<file path="config.mk">
export PLATFORM = sky130hd
export DESIGN_NAME = fifo_chain_slice
export DESIGN_NICKNAME = d
export VERILOG_FILES = /design/src/rtl/fcs_pkg.sv /design/src/rtl/fcs_ring_ptr.sv /design/src/rtl/fcs_store.sv /design/src/rtl/fcs_token.sv /design/src/rtl/fifo_chain_slice.sv
export SDC_FILE = /design/constraint.sdc
export NUM_CORES = 1
export LEC_CHECK = 0
export ABC_AREA = 1
export BUFFER_PORTS_ARGS = -buffer_cell sky130_fd_sc_hd__buf_2
export CAP_MARGIN = 20
export CORE_MARGIN = 4
export CORE_UTILIZATION = 40
export DETAILED_ROUTE_END_ITERATION = 10
export GPL_ROUTABILITY_DRIVEN = 0
export PLACE_DENSITY = 0.64
export SYNTH_ARGS = -nofsm -noshare
export SYNTH_HDL_FRONTEND = slang
export SYNTH_SLANG_ARGS = --single-unit
</file>
<file path="constraint.sdc">
create_clock -name clk -period 5.8 [get_ports clk]
set_input_delay 0.58 -clock clk [delete_from_list [all_inputs] [get_ports clk]]
set_output_delay 0.58 -clock clk [all_outputs]
set_load 0.05 [all_outputs]
</file>
<file path="src/rtl/fcs_pkg.sv">
package fcs_pkg;
  typedef enum logic {
    HAND_WR = 1'b0,
    HAND_RD = 1'b1
  } hand_kind_e;
endpackage

</file>
<file path="src/rtl/fcs_ring_ptr.sv">
module fcs_ring_ptr #(
  parameter int DEPTH = 16,
  localparam int PW = (DEPTH > 1) ? $clog2(DEPTH) : 1
) (
  input  logic          clk,
  input  logic          rst_n,
  input  logic          adv,
  output logic [PW-1:0] ptr,
  output logic          at_last
);
  localparam logic [PW-1:0] LAST = PW'(DEPTH - 1);

  assign at_last = (ptr == LAST);

  always_ff @(posedge clk) begin
    if (!rst_n)        ptr <= '0;
    else if (adv) begin
      if (at_last)     ptr <= '0;
      else             ptr <= ptr + 1'b1;
    end
  end


  ptr_range_chk: assert property (@(posedge clk) disable iff (!rst_n)
    ptr <= LAST);
endmodule

</file>
<file path="src/rtl/fcs_store.sv">
module fcs_store #(
  parameter int DEPTH = 16,
  parameter int WIDTH = 9,
  localparam int PW = (DEPTH > 1) ? $clog2(DEPTH) : 1,
  localparam int CW = $clog2(DEPTH + 1)
) (
  input  logic             clk,
  input  logic             rst_n,
  input  logic             wr_en,
  input  logic [WIDTH-1:0] wr_data,
  input  logic             rd_en,
  output logic [WIDTH-1:0] rd_data,
  output logic             full,
  output logic             empty,
  output logic             wr_at_last,
  output logic             rd_at_last
);
  localparam logic [CW-1:0] CAP = CW'(DEPTH);

  logic [WIDTH-1:0] mem [DEPTH];
  logic [PW-1:0]    wptr, rptr;
  logic [CW-1:0]    count;

  fcs_ring_ptr #(.DEPTH(DEPTH)) u_wptr (
    .clk(clk), .rst_n(rst_n), .adv(wr_en), .ptr(wptr), .at_last(wr_at_last)
  );

  fcs_ring_ptr #(.DEPTH(DEPTH)) u_rptr (
    .clk(clk), .rst_n(rst_n), .adv(rd_en), .ptr(rptr), .at_last(rd_at_last)
  );

  always_ff @(posedge clk) begin
    if (wr_en) mem[wptr] <= wr_data;
  end

  assign rd_data = mem[rptr];

  always_ff @(posedge clk) begin
    if (!rst_n) count <= '0;
    else begin
      unique case ({wr_en, rd_en})
        2'b10:   count <= count + 1'b1;
        2'b01:   count <= count - 1'b1;
        default: count <= count;
      endcase
    end
  end

  assign full  = (count == CAP);
  assign empty = (count == '0);


  no_overflow_chk: assert property (@(posedge clk) disable iff (!rst_n)
    wr_en |-> !full);

  no_underflow_chk: assert property (@(posedge clk) disable iff (!rst_n)
    rd_en |-> !empty);

  count_bound_chk: assert property (@(posedge clk) disable iff (!rst_n)
    count <= CAP);
endmodule

</file>
<file path="src/rtl/fcs_token.sv">
module fcs_token
  import fcs_pkg::*;
(
  input  logic clk,
  input  logic rst_n,
  input  logic first_load_n,
  input  logic xi,
  input  logic wr_last_done,
  input  logic rd_last_done,
  output logic wtok,
  output logic rtok,
  output logic xo
);
  hand_kind_e next_kind;
  logic       take_wr, take_rd;

  assign take_wr = xi && (next_kind == HAND_WR);
  assign take_rd = xi && (next_kind == HAND_RD);

  always_ff @(posedge clk) begin
    if (!rst_n)  next_kind <= HAND_WR;
    else if (xi) next_kind <= (next_kind == HAND_WR) ? HAND_RD : HAND_WR;
  end

  always_ff @(posedge clk) begin
    if (!rst_n)            wtok <= ~first_load_n;
    else if (take_wr)      wtok <= 1'b1;
    else if (wr_last_done) wtok <= 1'b0;
  end

  always_ff @(posedge clk) begin
    if (!rst_n)            rtok <= ~first_load_n;
    else if (take_rd)      rtok <= 1'b1;
    else if (rd_last_done) rtok <= 1'b0;
  end

  always_ff @(posedge clk) begin
    if (!rst_n) xo <= 1'b0;
    else        xo <= wr_last_done | rd_last_done;
  end


  wtok_arrival_chk: assert property (@(posedge clk) disable iff (!rst_n)
    $rose(wtok) |-> ($past(xi) && $past(next_kind) == HAND_WR));

  rtok_arrival_chk: assert property (@(posedge clk) disable iff (!rst_n)
    $rose(rtok) |-> ($past(xi) && $past(next_kind) == HAND_RD));

  wtok_release_chk: assert property (@(posedge clk) disable iff (!rst_n)
    $fell(wtok) |-> xo);

  rtok_release_chk: assert property (@(posedge clk) disable iff (!rst_n)
    $fell(rtok) |-> xo);
endmodule

</file>
<file path="src/rtl/fifo_chain_slice.sv">
module fifo_chain_slice #(
  parameter int DEPTH = 16,
  parameter int WIDTH = 9
) (
  input  logic             clk,
  input  logic             rst_n,
  input  logic             first_load_n,
  input  logic             wr_valid,
  input  logic [WIDTH-1:0] wr_data,
  output logic             full_n,
  input  logic             rd_ready,
  output logic [WIDTH-1:0] rd_data,
  output logic             empty_n,
  input  logic             xi,
  output logic             xo
);
  logic wtok, rtok;
  logic st_full, st_empty;
  logic wr_at_last, rd_at_last;
  logic wr_en, rd_en;

  assign full_n  = !rst_n || (wtok && !st_full);
  assign empty_n = rst_n && rtok && !st_empty;
  assign wr_en   = rst_n && wr_valid && wtok && !st_full;
  assign rd_en   = rd_ready && empty_n;

  fcs_store #(.DEPTH(DEPTH), .WIDTH(WIDTH)) u_store (
    .clk(clk), .rst_n(rst_n),
    .wr_en(wr_en), .wr_data(wr_data),
    .rd_en(rd_en), .rd_data(rd_data),
    .full(st_full), .empty(st_empty),
    .wr_at_last(wr_at_last), .rd_at_last(rd_at_last)
  );

  fcs_token u_token (
    .clk(clk), .rst_n(rst_n), .first_load_n(first_load_n), .xi(xi),
    .wr_last_done(wr_en && wr_at_last),
    .rd_last_done(rd_en && rd_at_last),
    .wtok(wtok), .rtok(rtok), .xo(xo)
  );


  head_hold_chk: assert property (@(posedge clk) disable iff (!rst_n)
    (empty_n && !rd_ready) |=> (empty_n && $stable(rd_data)));

  no_token_no_write_chk: assert property (@(posedge clk) disable iff (!rst_n)
    (!wtok && !xi) |=> !full_n);
endmodule

</file>
==> results.ini <==
[logic_synthesis]
ys_async_sr_fraction_pct=0
synth_area_per_cell_um2=11.43
ys_top_cells_by_count=edfxtp_1 (146), inv_1 (96), nand2_1 (95)
yosysTopAreaCell=edfxtp_1
synthDistinctLibCells=31
syn_nets=648
yosysMostFrequentCell=edfxtp_1
synth_ff_type=edfxtp_1
muxShareOfSynthArea_pct=0
synthSimpleGateAreaFrac_pct=11.61
synth_top_family_by_area=compound AO/OA/AOI/OAI gates
synth_compound_area_share_pct=11.63
ys_warn_count=0
yosysTopAreaCellShare_pct=61.38
yosysSeqAreaShare_pct=66.70
synth-xor-area-share_pct=0.4905
synth_edf_count=146
netlist_area_um2=7143
synth_fa_ha_area_share_pct=1.401
syn_inst=625
synth_seq_cells=165
synthTopCellsByArea=edfxtp_1 (61%), dfxtp_1 (5.3%), inv_1 (5.0%), nand2_1 (5.0%), nand3_1 (4.3%)

[die]
die_area_um2=20060
rows=48
num_io_pins=27
die_x_um=141.6
core_area_um2=17420
dieHeight_um=141.6
start_util_pct=41.01

[layout]
final_cell_area_um2=7924
fillers=1596
syn_to_final_growth_pct=10.93
stdcell_count=883
nNetsFinal=669
drive_gt1_share_pct=13.37
n_antenna_cell=0

[power_and_ir_drop]
combPwrFrac_pct=6.0
power_frac_seq_pct=53.2
internal_power_mw=1.893
peakVddDrop_mv=0.2169
leakagePower_nw=2.881
p_sw_share_pct=23.87
powerDensity_nw_per_um2=313.8
p_sw_mw=0.5936
pwr-share-clk_pct=40.8

[clock_network]
tritoncts=yes
post_cts_resized=0
cts.clk_slew.worst_paths_ns=0.06
cts_sinks=165
insertion_delay_ns=0.42
postCtsSetupBuffers=0
cts_hold_buf=0
cts_inserted_buffers=17
cts-root-buf=clkbuf_16
htreeDepth=4
cts_max_path_buffers=2

[grt]
grt_usage_pct=15.20
grt_pass1_vias=4386
grt_start_max_net_pins=81
gr-total-overflow=0
antenna_found_initial=0
grt_pass1_wl_um=23400

[setup_path]
r2r_slack_ns=3.49
critPathMaxFanout=80
r2r_start=u_store.count[0]
path_class=reg2out
reg2reg_depth=14
endpoint_kind=primary output
start_kind=flip-flop
r2r-end=u_store.count[2]
required_ns=5.22
arrival_ns=2.77

[detailed_routing]
drc=0
drt_iter0_drc=322
vias=4522
avgRoutedWirePerCell_um=16.54
vias_per_cell=5.121
ant_nets=0
drt-pass1-iter-count=5
wl_um=14610

[sta]
skew_ns=0.008455
slew_viol_final=0
tightestPinTransition_ns=1.090
rsz0062_at_grt=no
timing_hold_violations_final=0
setup_tns_ns=0
setup_slack_ns=2.452
max_freq_ghz=0.2987
fin_crit_ns=3.348
min_period_over_period_pct=57.73
worst_hold_slack_ns=0.4308
setup_viol=0
slew_headroom_pct=27.09

[min_path]
hp-class=in2reg
hold_path_end=u_token.next_kind
hp-start=xi
min_path_cells=3

[status]
status=finished, final reports clean

[placed_design]
io_buffers=26
dp_hpwl_um=9323
dp.cells=851
placed_area_um2=7388
pre_cts_slack_ns=2.888

[run]
maxCapViolCount=0

[per-stage QoR]
| step | power (mW) | util (%) |
|---|---|---|
| finish | 2.487 | 45.50 |
| global route | 2.586 | 45.50 |
| CTS | 2.505 | 45.45 |
| detailed placement | 1.498 | 42.42 |
| global placement | 1.493 | 42.42 |
| floorplan | 1.460 | - |
[layout make-up]
class                   count  area (µm²)  share of cell area, %
clock buffers              17       425.4                  5.369
inverters                 101       381.6                  4.816
flip-flops and latches    165        4770                  60.19
clock inverters            14       102.6                  1.295
well taps                 225       281.5                  3.553
multi-input cells         330        1795                  22.66
repair buffers             31       167.7                  2.116
[flip-flops by register name, summed over array words and instances (netlist names), named ones only]
signal / count
u_store.mem: 144
u_store.count: 5
u_store.u_rptr.ptr: 4
u_store.u_wptr.ptr: 4
u_token.next_kind: 1
u_token.rtok: 1
u_token.wtok: 1
u_token.xo: 1
[placed cells by master, fill, tap and decap left out, types with 8 or more instances in the layout]
| cell | Yosys | layout |
|---|---|---|
| edfxtp_1 | 146 | 146 |
| nor2_1 | 19 | 19 |
| o21ai_0 | 40 | 40 |
| buf_2 | 14 | 26 |
| nand2_1 | 95 | 95 |
| nand3_1 | 62 | 62 |
| o211ai_2 | 18 | 18 |
| a21oi_1 | 51 | 51 |
| ha_1 | 8 | 8 |
| dfxtp_1 | 19 | 17 |
| o211ai_1 | 18 | 18 |
| inv_1 | 96 | 96 |
| clkbuf_16 | 0 | 17 |
[power groups by stage]
stage / logic [mW] / clock network (mW) / registers (mW)
3_3_place_gp: 0.146 / 0 / 1.35
6_report: 0.150 / 1.01 / 1.32
5_1_grt: 0.167 / 1.09 / 1.32
3_5_place_dp: 0.150 / 0 / 1.35
4_1_cts: 0.151 / 1.03 / 1.32
2_1_floorplan: 0.124 / 0 / 1.34
[worst max-delay path, stage by stage (launching register included)]
cell	delay [ns]
dfxtp_4	0.84
buf_4	0.66
o211ai_1	0.19
nand3_1	0.13
nand3_1	0.11
nand2_1	0.11
buf_2	0.27
[per-layer routing]
layer / part of all wire, % / vias up / global-route usage [%]
met2: 47 / 120 / 23.66
met5: 0 / - / 0
li1: - / 2204 / -
met1: 47 / 2178 / 20.87
met3: 5.3 / 20 / 4.179
met4: 1.5 / 0 / 4.697
[worst max-delay path by stage]
stage,endpoint,cells after the start,slack [ns]
6_report,rd_data[5],6,2.45
2_1_floorplan,u_store.count[2],15,3.61
3_3_place_gp,rd_data[5],6,2.94
4_1_cts,rd_data[5],6,2.42
5_1_grt,rd_data[5],6,2.19
3_5_place_dp,rd_data[5],6,2.89
[kinds of logic after synthesis]
kind of cell | Yosys count
flops | 165
buf+inv | 130
compound gates | 130
fa+ha+maj | 8
xor+xnor | 4
simple gates | 188
(Power assumes the default switching activity.)
